## src/rtl/pwrdn_pkg.sv

```systemverilog
package pwrdn_pkg;

    typedef enum logic [1:0] {
        PD_AWAKE  = 2'd0,
        PD_ARMING = 2'd1,
        PD_ASLEEP = 2'd2,
        PD_WAKING = 2'd3
    } pd_state_e;

    function automatic int unsigned span(input int unsigned mult, input int unsigned base);
        return mult * base;
    endfunction

    function automatic int unsigned max2(input int unsigned a, input int unsigned b);
        return (a > b) ? a : b;
    endfunction

    function automatic int unsigned cnt_width(input int unsigned maxv);
        return $clog2(maxv + 1);
    endfunction

endpackage

```

## src/rtl/pwrdn_sync.sv

```systemverilog
module pwrdn_sync #(
    parameter int unsigned STAGES = 2
) (
    input  logic clk,
    input  logic rst,
    input  logic d_async,
    output logic q
);
    logic [STAGES-1:0] chain;

    generate
        if (STAGES == 1) begin : g_single
            always_ff @(posedge clk) begin
                if (rst) chain <= '0;
                else     chain <= d_async;
            end
        end else begin : g_multi
            always_ff @(posedge clk) begin
                if (rst) chain <= '0;
                else     chain <= {chain[STAGES-2:0], d_async};
            end
        end
    endgenerate

    assign q = chain[STAGES-1];
endmodule

```

## src/rtl/pwrdn_rstmon.sv

```systemverilog
module pwrdn_rstmon (
    input  logic clk,
    input  logic rst,
    output logic ready,
    output logic restart
);
    always_ff @(posedge clk) begin
        if (rst) begin
            ready   <= 1'b0;
            restart <= 1'b0;
        end else begin
            ready   <= 1'b1;
            restart <= ~ready;
        end
    end

    // the restart pulse lasts one cycle
    p_restart_single_r1: assert property (@(posedge clk) disable iff (rst)
        restart |=> !restart);
endmodule

```

## src/rtl/pwrdn_fsm.sv

```systemverilog
module pwrdn_fsm
    import pwrdn_pkg::*;
#(
    parameter int unsigned BASE_LO    = 256,
    parameter int unsigned BASE_HI    = 512,
    parameter int unsigned ENTRY_MULT = 4,
    parameter int unsigned EXIT_MULT  = 128
) (
    input  logic clk,
    input  logic rst,
    input  logic req,
    input  logic range_hi,
    input  logic busy,
    input  logic ready,
    output logic asleep
);
    localparam int unsigned ENT_LO = span(ENTRY_MULT, BASE_LO);
    localparam int unsigned ENT_HI = span(ENTRY_MULT, BASE_HI);
    localparam int unsigned EXT_LO = span(EXIT_MULT, BASE_LO);
    localparam int unsigned EXT_HI = span(EXIT_MULT, BASE_HI);
    localparam int unsigned MAXV   = max2(max2(ENT_LO, ENT_HI), max2(EXT_LO, EXT_HI));
    localparam int unsigned CW     = cnt_width(MAXV);

    pd_state_e       state;
    logic [CW-1:0]   cnt;
    logic [CW-1:0]   ent_lim;
    logic [CW-1:0]   ext_lim;
    logic            ent_last;
    logic            ext_last;

    assign ent_lim  = range_hi ? CW'(ENT_HI) : CW'(ENT_LO);
    assign ext_lim  = range_hi ? CW'(EXT_HI) : CW'(EXT_LO);
    assign ent_last = (cnt >= ent_lim - 1'b1);
    assign ext_last = (cnt >= ext_lim - 1'b1);

    always_ff @(posedge clk) begin
        if (rst) begin
            state <= PD_AWAKE;
            cnt   <= '0;
        end else begin
            unique case (state)
                PD_AWAKE: begin
                    if (req && ready && !busy) begin
                        state <= PD_ARMING;
                        cnt   <= CW'(1);
                    end
                end
                PD_ARMING: begin
                    if (!req) begin
                        state <= PD_AWAKE;
                        cnt   <= '0;
                    end else if (!busy) begin
                        if (ent_last) begin
                            state <= PD_ASLEEP;
                            cnt   <= '0;
                        end else begin
                            cnt <= cnt + 1'b1;
                        end
                    end
                end
                PD_ASLEEP: begin
                    if (!req) begin
                        state <= PD_WAKING;
                        cnt   <= CW'(1);
                    end
                end
                PD_WAKING: begin
                    if (req) begin
                        state <= PD_ASLEEP;
                        cnt   <= '0;
                    end else if (ext_last) begin
                        state <= PD_AWAKE;
                        cnt   <= '0;
                    end else begin
                        cnt <= cnt + 1'b1;
                    end
                end
                default: begin
                    state <= PD_AWAKE;
                    cnt   <= '0;
                end
            endcase
        end
    end

    assign asleep = (state == PD_ASLEEP) || (state == PD_WAKING);

    // entry never completes right after a busy edge
    p_entry_idle_r7: assert property (@(posedge clk) disable iff (rst)
        $rose(asleep) |-> !$past(busy));

    // a busy edge freezes the entry count
    p_busy_hold_r7: assert property (@(posedge clk) disable iff (rst)
        (state == PD_ARMING && req && busy) |=> (state == PD_ARMING && $stable(cnt)));

    // entry needs a released reset
    p_entry_ready_r8: assert property (@(posedge clk) disable iff (rst)
        $rose(asleep) |-> $past(ready));

    // a withdrawn request cancels and clears the entry count
    p_cancel_r6: assert property (@(posedge clk) disable iff (rst)
        (state == PD_ARMING && !req) |=> (state == PD_AWAKE && cnt == '0));

    // a renewed request aborts the exit
    p_wake_abort_r11: assert property (@(posedge clk) disable iff (rst)
        (state == PD_WAKING && req) |=> (state == PD_ASLEEP && cnt == '0));
endmodule

```

## src/rtl/pwrdn_gate.sv

```systemverilog
module pwrdn_gate #(
    parameter int unsigned SD_W = 16
) (
    input  logic            clk,
    input  logic            rst,
    input  logic            asleep,
    input  logic [SD_W-1:0] sd_in,
    input  logic            sda_low_in,
    input  logic            mem_we_in,
    output logic [SD_W-1:0] sd_out,
    output logic            sda_low_out,
    output logic            mem_we_out,
    output logic            core_en
);
    logic [SD_W-1:0] sd_q;

    always_ff @(posedge clk) begin
        if (rst)          sd_q <= '0;
        else if (!asleep) sd_q <= sd_in;
    end

    assign sd_out      = sd_q;
    assign core_en     = ~asleep;
    assign sda_low_out = sda_low_in & ~asleep;
    assign mem_we_out  = mem_we_in & ~asleep;

    // the serial word is frozen after an asleep edge
    p_sd_freeze_r9: assert property (@(posedge clk) disable iff (rst)
        $past(asleep) |-> $stable(sd_out));

    // the data line is never pulled low while asleep
    p_sda_release_r10: assert property (@(posedge clk) disable iff (rst)
        asleep |-> (!sda_low_out && !mem_we_out));
endmodule

```

## src/rtl/pwrdn_seq.sv

```systemverilog
module pwrdn_seq #(
    parameter int unsigned SD_W       = 16,
    parameter int unsigned SYNC_STAGE = 2,
    parameter int unsigned BASE_LO    = 256,
    parameter int unsigned BASE_HI    = 512,
    parameter int unsigned ENTRY_MULT = 4,
    parameter int unsigned EXIT_MULT  = 128
) (
    input  logic            clk,
    input  logic            rst_n,
    input  logic            pd_req_pin,
    input  logic            clk_range_hi,
    input  logic            bus_busy,
    input  logic [SD_W-1:0] sd_in,
    input  logic            sda_low_in,
    input  logic            mem_we_in,
    output logic [SD_W-1:0] sd_out,
    output logic            sda_low_out,
    output logic            mem_we_out,
    output logic            core_en,
    output logic            in_pd,
    output logic            prog_restart
);
    logic rst;
    logic req_s;
    logic ready;
    logic asleep;

    assign rst = ~rst_n;

    pwrdn_sync #(.STAGES(SYNC_STAGE)) u_sync (
        .clk     (clk),
        .rst     (rst),
        .d_async (pd_req_pin),
        .q       (req_s)
    );

    pwrdn_rstmon u_rstmon (
        .clk     (clk),
        .rst     (rst),
        .ready   (ready),
        .restart (prog_restart)
    );

    pwrdn_fsm #(
        .BASE_LO    (BASE_LO),
        .BASE_HI    (BASE_HI),
        .ENTRY_MULT (ENTRY_MULT),
        .EXIT_MULT  (EXIT_MULT)
    ) u_fsm (
        .clk      (clk),
        .rst      (rst),
        .req      (req_s),
        .range_hi (clk_range_hi),
        .busy     (bus_busy),
        .ready    (ready),
        .asleep   (asleep)
    );

    pwrdn_gate #(.SD_W(SD_W)) u_gate (
        .clk         (clk),
        .rst         (rst),
        .asleep      (asleep),
        .sd_in       (sd_in),
        .sda_low_in  (sda_low_in),
        .mem_we_in   (mem_we_in),
        .sd_out      (sd_out),
        .sda_low_out (sda_low_out),
        .mem_we_out  (mem_we_out),
        .core_en     (core_en)
    );

    assign in_pd = asleep;
endmodule

```

## config.mk

```make
export PLATFORM = sky130hd
export DESIGN_NAME = pwrdn_seq
export DESIGN_NICKNAME = d
export VERILOG_FILES = /design/src/rtl/pwrdn_pkg.sv /design/src/rtl/pwrdn_sync.sv /design/src/rtl/pwrdn_rstmon.sv /design/src/rtl/pwrdn_fsm.sv /design/src/rtl/pwrdn_gate.sv /design/src/rtl/pwrdn_seq.sv
export SDC_FILE = /design/constraint.sdc
export NUM_CORES = 1
export LEC_CHECK = 0
export BUFFER_PORTS_ARGS = -buffer_cell sky130_fd_sc_hd__buf_4
export CORE_MARGIN = 2
export CORE_UTILIZATION = 35
export CTS_CLUSTER_SIZE = 14
export DETAILED_ROUTE_END_ITERATION = 10
export PLACE_DENSITY = 0.52
export RECOVER_POWER = 100
export SETUP_SLACK_MARGIN = 0.1
export SYNTH_ARGS = -nofsm -noshare
export SYNTH_HDL_FRONTEND = slang
export SYNTH_HIERARCHICAL = 1
export SYNTH_SLANG_ARGS = --single-unit
export TNS_END_PERCENT = 10
```

## constraint.sdc

```tcl
create_clock -name clk -period 4.3 [get_ports clk]
set_clock_uncertainty 0.1 [all_clocks]
set_input_delay 0 -clock clk [delete_from_list [all_inputs] [get_ports clk]]
set_output_delay 0 -clock clk [all_outputs]
set_load 0.02 [all_outputs]
```

; Word-level counts from Yosys, hierarchy flattened
; Cells that the tools add are included.
[word_totals]
out_inout_bits = 21
n_memories = 0
ramBits = 0
ff_bits = 39
mem_bits_ro = 0
word_cells = 49
latch_bits = 0
input_bits = 23
[classes]
n_bitwise = 4
n_div = 0
n_eq_ne = 8
mux = 19
n_addsub = 3
reduce_logical = 7
mul = 0
n_lt_le_gt_ge = 2
shift = 0
[ops]
columns = op, n
row1 = $mux 17, 8
row2 = $pmux 17 s4, 1
row3 = $ge 17x17->1, 2
row4 = $sub 17x1->17 const B, 2
row5 = $add 17x1->17 const B, 1
row6 = $mux 2, 7
row7 = $mux 12, 1
row8 = $pmux 2 s4, 1
row9 = $ne 3x2->1 const B, 2
row10 = $reduce_and 5->1, 1
row11 = $eq 2x2->1 const B, 2
row12 = $ne 3x3->1 const B, 1
row13 = $reduce_and 3->1, 1
row14 = $and 1x1->1, 2
row15 = $eq 2x1->1 const B, 1
row16 = $logic_and 1x1->1, 2
row17 = $logic_not 2->1, 1
row18 = $ne 2x1->1 const B, 1
row19 = $ne 2x2->1 const B, 1
row20 = $not 1->1, 2
row21 = $logic_not 1->1, 1
row22 = $logic_or 1x1->1, 1
row23 = $mux 1, 1

; Logic depth before layout (Yosys ltp)
; Gate-level depths: netlist of run 1.
[logic_depth]
depth_word = 7
depth_mapped = 8
ltp_nobuf = 7

; Cells and area by module
; The synthesis of run 1 kept the hierarchy.
[by_module_without_submodules]
columns = module, cells_per_inst, area_each_um2, seq_area_each_um2, n_inst
row1 = pwrdn_fsm, 133, 1107.3, 380.4, 1
row2 = pwrdn_gate, 55, 601.8, 320.3, 1
row3 = pwrdn_sync, 4, 52.6, 40.0, 1
row4 = pwrdn_rstmon, 4, 47.5, 40.0, 1
row5 = pwrdn_seq, 1, 3.8, 0.0, 1

; Worst setup path before layout of run 1
; OpenSTA, ideal clock, no wires.
[synth_path]
kind = flip-flop to flip-flop
from = register u_fsm.cnt[0]
to = register (tool-made name)
setup_slack_ns = 2.247
n_path_buf = 0
t_arrival_ns = 1.866
period_less_slack_ns = 2.053
required_time_ns = 4.114
setup_time_ns = 0.086
path_stages_with_launch = 7
cell_sequence = dfxtp_1 -> ha_1 -> nand4_1 -> nor4_1 -> a211oi_2 -> or4b_1 -> a221oi_2
[synth_rtl]
columns = item, line_no
row1 = "start, declared", pwrdn_fsm.sv:25  ; logic [CW-1:0] cnt;
row2 = "start signal, assigned", pwrdn_fsm.sv:57  ; cnt <= cnt + 1'b1;
row3 = "start signal, assigned", pwrdn_fsm.sv:75  ; cnt <= cnt + 1'b1;

==> impl_metrics.json, run 1 <==
{
  "first_pass_iters": 4,
  "setup_violations": 0,
  "ant_nets": 0,
  "status": "complete, no violations",
  "synth_edf_count": 0,
  "seq_area_frac_synth_pct": 43.06,
  "ys_seq_elements": 39,
  "dp_cells": 303,
  "hp-class": "input pin to flip-flop",
  "ys_async_sr_fraction_pct": 0,
  "dieArea_sq_um": 5771,
  "nets": 284,
  "fmax_mhz": 318.0,
  "peakVddDrop_uv": 153.8,
  "fin_cells": 329,
  "drc": 0,
  "synth_area_leaders": "dfxtp_1 43%, mux2i_1 8.8%, nor2_1 6.2%, xor2_1 3.4%, nand4_1 2.8%",
  "cts_max_level": 2,
  "cts.sinks": 39,
  "grt_pass1_vias": 1501,
  "synth.distinct_cells": 43,
  "wl_per_cell_microns": 12.26,
  "grt_max_degree": 27,
  "cts_tree": "done",
  "clock_latency_ps": 290,
  "antenna_found_initial": 0,
  "synth_top_area_cell": "dfxtp_1",
  "vias": 1591,
  "via_per_inst": 4.836,
  "synthFlopType": "dfxtp_1",
  "die_w_microns": 75.97,
  "grtUsageTotal_pct": 14.85,
  "hold_slack_ps": 208.4,
  "synth_fp_nets": 223,
  "max-clock-path-buffers": 2,
  "coreArea_sq_um": 5042,
  "post-synth-top-count-cell": "dfxtp_1",
  "place.gp.congestion": 0.7518,
  "netlist.area_leader.share_pct": 43.06,
  "totalWireLength_microns": 4035,
  "ys_top_cells_by_count": "39 x dfxtp_1, 30 x nor2_1, 16 x mux2i_1",
  "crit_path_end_kind": "flip-flop",
  "mappedNetlistArea_sq_um": 1813,
  "area_growth_syn_to_layout_pct": 31.33,
  "path_clk_slew_ps": 80,
  "start_util_pct": 35.96,
  "finalHoldViolCount": 0,
  "dp_hpwl_microns": 2694,
  "criticalPathCategory": "flip-flop to flip-flop",
  "finalPower_uw": 790.1,
  "min_period_ps": 3144,
  "rsz0062_at_grt": "false",
  "finalMaxSlewViolations": 0,
  "grt_pass1_wl_microns": 7031,
  "layout-drive-gt1-share_pct": 14.67,
  "setup_tns_ps": 0,
  "min-delay-start": "rst_n",
  "slew_headroom_pct": 15.92,
  "avgSynthCellArea_sq_um": 9.203,
  "cp.arrival_ps": 3260,
  "post_cts_resized": 0,
  "rows": 26,
  "ioPinCount": 44,
  "syn_inst": 197,
  "die_h_microns": 75.97,
  "cts_made_buffers": 5,
  "cts_setup_buffers": 0,
  "reg2reg_depth": 6,
  "p_per_area_nw_per_um2": 331.8,
  "dr.first_iter.drc_count": 71,
  "post-route-period-util_pct": 73.12,
  "worst_slew_pin_slew_ps": 1261,
  "port-buffer-count": 43,
  "crit_fanout": 21,
  "worstSetupStartpointType": "flip-flop",
  "worstPathRequired_ps": 4420,
  "maxCapViolCount": 0,
  "antenna_cells": 0,
  "p_leak_uw": 0.0008801,
  "cts_root_buf": "clkbuf_8",
  "overflow": 0,
  "synth_warnings": 6,
  "min_path_cells": 3
}
## state kept, by name, indices dropped and copies added (netlist names), named ones only
name              flops
u_sync/chain          2
u_fsm/state           1
u_rstmon/restart      1
u_rstmon/ready        1
u_gate/sd_out        16
u_fsm/cnt            17
## timing repair
action / CTS / global route
setup endpoints to repair: 0 / 0
hold buffers: 18 / 0
hold endpoints to repair: 18 / 0
## kinds of logic (layout without fill, tap and decap cells)
group                    Yosys count  after routing  share of synthesized area, %
flip-flops                        39             39                         43.06
AO/OA/AOI/OAI                     26             26                         10.56
AND/OR/NAND/NOR                   86             86                         25.88
XOR/XNOR                           9              9                         4.348
buffers and inverters             18             80                         5.244
multiplexers                      16             16                         8.833
adder cells (fa/ha/maj)            3              3                         2.071
## worst max-delay path, cell delays in order, from the launching register on
cell and delay (ps):
dfxtp_1 420, clkbuf_1 950, nor2b_1 270, nand4bb_1 130, a211oi_1 610, o31ai_2 390, a21oi_1 200
## final cells by class
cell class	instances	area, sq um
Tap cell	70	87.58
Clock inverter	2	35.03
Timing Repair Buffer	63	435.4
Inverter	9	33.78
Clock buffer	6	82.58
Multi-Input combinational cell	140	925.9
Sequential cell	39	780.7
Fill cell	505	2661
## layout by cell type (no fill, tap or decap), types with 6 or more instances in the layout
master	n
xor2_1	7
nand3_1	9
dfxtp_1	39
clkbuf_1	22
a21oi_1	8
inv_1	9
nand2_1	8
mux2i_1	16
dlygate4sd3_1	18
nor2b_1	7
nor2_1	30
nand4_1	8
clkbuf_8	6
buf_4	22
## metal layers
| metal | global-route usage (%) | wire length, microns | share of wire, % |
|---|---|---|---|
| met1 | 19.66 | 1957 | 49 |
| met2 | 23.66 | 1895 | 47 |
| met3 | 3.199 | 115 | 2.9 |
| met4 | 6.000 | 67 | 1.7 |
| met5 | 0 | 0 | 0 |
## through the flow
| stage | util [%] | instance area, sq um | setup WS, ps |
|---|---|---|---|
| after floorplan | - | 1813 | 2247 |
| after global placement | 43.18 | 2177 | 1699 |
| after detailed placement | 43.18 | 2177 | 1629 |
| after CTS | 49.08 | 2475 | 1636 |
| after global routing | 47.22 | 2381 | 734.0 |
| final | 47.22 | 2381 | 1156 |
## report_power, final
group	switching (uW)	internal (uW)	leakage (uW)
Sequential	8.35	375	0.000320
Combinational	49.7	42.9	0.000499
Clock	127	188	0.0000612
## worst paths after layout
path | slack, ps | end
setup / recovery | 1160 | u_fsm/cnt[13]$_SDFFE_PP0P_
hold / removal | 210 | u_rstmon/ready$_DFF_P_
setup reg to reg | 1160 | u_fsm/cnt[13]$_SDFFE_PP0P_
hold reg to reg | 340 | u_sync/chain[1]$_SDFF_PP0_
(Power assumes the default switching activity.)
==> run 2, diff against run 1 <==
--- a/config.mk
+++ b/config.mk
@@ -10,7 +10,7 @@
 export CORE_UTILIZATION = 35
 export CTS_CLUSTER_SIZE = 14
 export DETAILED_ROUTE_END_ITERATION = 10
-export PLACE_DENSITY = 0.52
+export PLACE_DENSITY = 0.54
 export RECOVER_POWER = 100
 export SETUP_SLACK_MARGIN = 0.1
 export SYNTH_ARGS = -nofsm -noshare
==> constraint.sdc (replaced) <==
create_clock -name clk -period 2.75 [get_ports clk]
set_clock_uncertainty 0.1 [all_clocks]
set_input_delay 0 -clock clk [delete_from_list [all_inputs] [get_ports clk]]
set_output_delay 0 -clock clk [all_outputs]
set_load 0.02 [all_outputs]
==> run 2 against run 1 <==
Total power grew 47%. Critical path depth fell by 3. Die area did not move. Sequential share of layout area is 0.14 points higher. Sequential cell count did not move. Setup slack worse by 710 ps.
==> impl_metrics.json, run 2 (synthesized netlist as in run 1, its figures left out) <==
{
  "setup_violations": 0,
  "ioPinCount": 44,
  "post-route-period-util_pct": 83.78,
  "clock_latency_ps": 290,
  "worstPathRequired_ps": 2650,
  "largest_reg_flops": 17,
  "final_cell_mix": "39 x dfxtp_1, 30 x nor2_1, 23 x clkbuf_1",
  "hold_end": "sda_low_out",
  "area_growth_syn_to_layout_pct": 30.78,
  "start_util_pct": 35.96,
  "via_per_inst": 4.689,
  "worst_slew_pin_slew_ps": 1307,
  "slowest_delay_ps": 980,
  "min_path_cells": 3,
  "place.gp.congestion": 0.7680,
  "layout-drive-gt1-share_pct": 14.94,
  "fin_ws_ps": 446.0,
  "slew_headroom_pct": 12.89,
  "criticalPathCategory": "flip-flop to primary output",
  "rrSetupSlack_ps": 460,
  "vias": 1552,
  "wl_per_cell_microns": 12.04,
  "reg2reg_from": "u_fsm/cnt[0]$_SDFFE_PP0P_",
  "cts_tree": "done",
  "cp_top_family": "buffers and inverters",
  "top_register": "u_fsm/cnt",
  "rows": 26,
  "cts_made_buffers": 5,
  "dp_hpwl_microns": 2577,
  "totalWireLength_microns": 3985,
  "grt_pass1_wl_microns": 6686,
  "fmax_mhz": 434.0,
  "antenna_found_initial": 0,
  "path_clk_slew_ps": 80,
  "overflow": 0,
  "p_per_area_nw_per_um2": 490.4,
  "cts.sinks": 39,
  "fin_util_pct": 47.02,
  "max-clock-path-buffers": 2,
  "cts_setup_buffers": 0,
  "dieArea_sq_um": 5771,
  "finalHoldViolCount": 0,
  "min_period_ps": 2304,
  "fin_cells": 331,
  "dp_cells": 305,
  "dr.first_iter.drc_count": 92,
  "maxCapViolCount": 0,
  "min-delay-start": "sda_low_in",
  "cts_root_buf": "clkbuf_8",
  "crit_fanout": 21,
  "first_pass_iters": 4,
  "finalMaxSlewViolations": 0,
  "crit_top_cell": "clkbuf_1",
  "crit_path_end_kind": "primary output",
  "coreArea_sq_um": 5042,
  "worstSetupStartpointType": "flip-flop",
  "post-place-ws_ps": 504.5,
  "port-buffer-count": 43,
  "antenna_cells": 0,
  "path_buf_inv": 2,
  "drc": 0,
  "rsz0062_at_grt": "false",
  "p_leak_uw": 0.0008716,
  "peakVddDrop_uv": 238.3,
  "final_common_cell": "dfxtp_1",
  "ant_nets": 0,
  "path_cells": "clkbuf_1 > and2b_2 > clkbuf_1",
  "cp.arrival_ps": 2200,
  "hp-class": "input pin to primary output",
  "grt_max_degree": 27,
  "setup_tns_ps": 0,
  "grtUsageTotal_pct": 14.20,
  "cp_slowest_cell": "clkbuf_1",
  "grt_pass1_vias": 1490,
  "status": "complete, no violations",
  "die_h_microns": 75.97,
  "cts_max_level": 2,
  "nets": 286,
  "reg2reg_depth": 6,
  "die_w_microns": 75.97
}
[run 2: final cells by class]
| type | count | area (sq um) |
|---|---|---|
| clock buffers | 6 | 82.58 |
| clock inverters | 2 | 16.27 |
| fillers | 514 | 2671 |
| inverters | 9 | 33.78 |
| multi-input cells | 140 | 925.9 |
| flip-flops and latches | 39 | 780.7 |
| well taps | 70 | 87.58 |
| repair buffers | 65 | 444.2 |
[run 2: worst register-to-register path, cell delays in order (launching register included)]
cell,delay (ps)
dfxtp_1,410
ha_1,250
nand4_1,220
nor4_1,270
a211oi_1,160
or4b_1,540
a221oi_1,240
[run 2: what timing repair did]
action                                 4_1_cts  5_1_grt
hold buffers                                18        0
endpoints found under the hold margin       19        0
resized for setup                            0        0
[run 2: where the power goes]
group / total, uW / internal, uW / switching [uW] / leakage [uW]
clock network: 418 / 205 / 213 / 0.0000474
logic: 147 / 68.4 / 78.5 / 0.000504
registers: 598 / 585 / 12.7 / 0.000320
total: 1160 / 859 / 304 / 0.000872
[run 2: layer usage]
layer | GRT usage [%] | routed length (microns)
met1 | 17.35 | 1907
met2 | 23.39 | 1919
met3 | 3.436 | 117
met4 | 7.091 | 40
met5 | 0 | 0
[run 2: through the flow]
| stage | cell area, sq um | hold slack [ps] | power (uW) |
|---|---|---|---|
| finish | 2371 | 315.2 | 1163 |
| floorplan | 1813 | 28.18 | 689.9 |
| global route | 2371 | 332.1 | 1218 |
| CTS | 2471 | 11.57 | 1198 |
| detailed placement | 2192 | 116.7 | 755.8 |
| global placement | 2192 | 113.5 | 755.1 |
[run 2: how the worst max path moves through the flow]
stage	from	end	slack, ps	depth (start not counted)
after floorplan	u_fsm/cnt[0]$_SDFFE_PP0P_	flip-flop	700	6
after global placement	u_fsm/cnt[0]$_SDFFE_PP0P_	flip-flop	560	6
after detailed placement	u_fsm/cnt[0]$_SDFFE_PP0P_	flip-flop	500	6
after CTS	u_fsm/cnt[0]$_SDFFE_PP0P_	flip-flop	460	6
after global routing	u_fsm/cnt[0]$_SDFFE_PP0P_	flip-flop	240	6
final	flip-flop	mem_we_out	450	3
==> run 3, diff against run 2 <==
==> constraint.sdc (replaced) <==
create_clock -name clk -period 2.04 [get_ports clk]
set_clock_uncertainty 0.1 [all_clocks]
set_input_delay 0 -clock clk [delete_from_list [all_inputs] [get_ports clk]]
set_output_delay 0 -clock clk [all_outputs]
set_load 0.02 [all_outputs]
==> run 3 against run 2 <==
Register-to-register slack worse by 380 ps. Total power up 49%. Critical path depth up 3. Clock-buffer cell count unchanged. Non-clock buffer count up 22. Clock power up 65%. Worst hold slack worse by 130 ps. Sequential cell count unchanged. Design area up 13%. Cell count up 6.6%. Largest cell class unchanged.
==> impl_metrics.json, run 3 (synthesized netlist as in run 1, its figures left out) <==
{
  "status": "complete, no violations",
  "p_per_area_nw_per_um2": 648.7,
  "grtUsageTotal_pct": 15.46,
  "cts_made_buffers": 5,
  "finalHoldViolCount": 0,
  "port-buffer-count": 43,
  "totalWireLength_microns": 4362,
  "maxCapViolCount": 0,
  "cts_root_buf": "clkbuf_8",
  "vias": 1674,
  "final_common_cell": "buf_4",
  "dp_hpwl_microns": 2859,
  "max-clock-path-buffers": 2,
  "slew_headroom_pct": 78.48,
  "min-delay-start": "rst_n",
  "hold_slack_ps": 183.3,
  "cts_tree": "done",
  "worst_slew_pin_slew_ps": 320.8,
  "slowest_delay_ps": 520,
  "cts_max_level": 2,
  "first_pass_iters": 6,
  "area_growth_syn_to_layout_pct": 47.20,
  "drc": 0,
  "ant_nets": 0,
  "dieArea_sq_um": 5771,
  "dr.first_iter.drc_count": 84,
  "post-route-period-util_pct": 96.13,
  "place.gp.congestion": 0.7966,
  "fmax_mhz": 509.9,
  "fin_util_pct": 52.93,
  "grt_pass1_vias": 1624,
  "largest_reg_flops": 17,
  "peakVddDrop_uv": 356.1,
  "rsz0062_at_grt": "true",
  "top_register": "u_fsm/cnt",
  "fin_cells": 353,
  "nets": 308,
  "cts_setup_buffers": 0,
  "grt_max_degree": 22,
  "rows": 26,
  "multiInputGateArea_sq_um": 991.0,
  "antenna_cells": 0,
  "crit_fanout": 2,
  "criticalPathCategory": "flip-flop to flip-flop",
  "worstPathRequired_ps": 2160,
  "finalMaxSlewViolations": 0,
  "clock_latency_ps": 300,
  "overflow": 0,
  "final_cell_mix": "36 x buf_4, 33 x dfxtp_1, 30 x nor2_1",
  "cp_slowest_cell": "or4b_1",
  "grt_pass1_wl_microns": 7300,
  "num-fill-cells": 484,
  "reg2reg_from": "u_fsm/cnt[15]$_SDFFE_PP0P_",
  "cts.sinks": 39,
  "finalPower_uw": 1731,
  "die_h_microns": 75.97,
  "ioPinCount": 44,
  "die_w_microns": 75.97,
  "start_util_pct": 35.96,
  "path_cells": "ha_4 > nand4_1 > nor4_4 > a211oi_2 > or4b_1 > a221oi_2",
  "cp.arrival_ps": 2080,
  "antenna_found_initial": 0,
  "startpoint": "u_fsm/cnt[15]$_SDFFE_PP0P_",
  "coreArea_sq_um": 5042,
  "via_per_inst": 4.742,
  "crit_path_end_kind": "flip-flop",
  "hp-class": "input pin to flip-flop",
  "dp_cells": 319,
  "p_leak_uw": 0.001032,
  "setup_violations": 0,
  "min_period_ps": 1961,
  "wl_per_cell_microns": 12.36,
  "layout-drive-gt1-share_pct": 24.03,
  "worstSetupStartpointType": "flip-flop",
  "path_clk_slew_ps": 80,
  "ff_latch_area_sq_um": 788.3
}
[run 3: final cells by class]
class	instances	share of cell area [%]
clock buffers	6	3.094
clock inverters	2	1.453
inverters	9	1.266
multi-input cells	140	37.13
flip-flops and latches	39	29.54
well taps	70	3.282
repair buffers	87	24.24
[run 3: what timing repair did]
action / in CTS / in global routing
pin swaps: 1 / 4
hold endpoints to repair: 19 / 0
resized for setup: 3 / 13
hold buffers: 26 / 0
setup endpoints to repair: 15 / 17
[run 3: power by group]
group | internal (uW) | switching, uW | leakage, uW
clock network | 402 | 289 | 0.0000618
registers | 790 | 15.6 | 0.000323
logic | 119 | 115 | 0.000647
total | 1310 | 420 | 0.00103
[run 3: path summary, 6_finish.rpt]
kind	slack [ps]	to	depth (start not counted)
worst min register to register	340	u_sync/chain[1]$_SDFF_PP0_	1
worst max register to register	80	flip-flop	6
worst min-delay path	180	u_rstmon/ready$_DFF_P_	4
worst max-delay path	80	flip-flop	6
[run 3: through the flow]
step	TNS, ps	instance area, sq um	worst slack (ps)
2_1_floorplan	0	1819	101.9
3_5_place_dp	0	2303	59.12
3_3_place_gp	0	2303	74.77
5_1_grt	-46.41	2669	-23.02
6_report	0	2669	79.01
4_1_cts	0	2690	46.77
[run 3: metal layers]
metal  GRT usage, %  wire length [microns]
met5              0                      0
met4          5.455                     67
met3          3.436                    137
met2          26.34                   2165
met1          19.30                   1992
[run 3: critical path, delay by kind of cell, from the launching register on]
family | cells | cell delay [ps]
AND/OR/NAND/NOR | 3 | 910
AO/OA/AOI/OAI | 2 | 290
adder cells (fa/ha/maj) | 1 | 260
flip-flops | 1 | 340
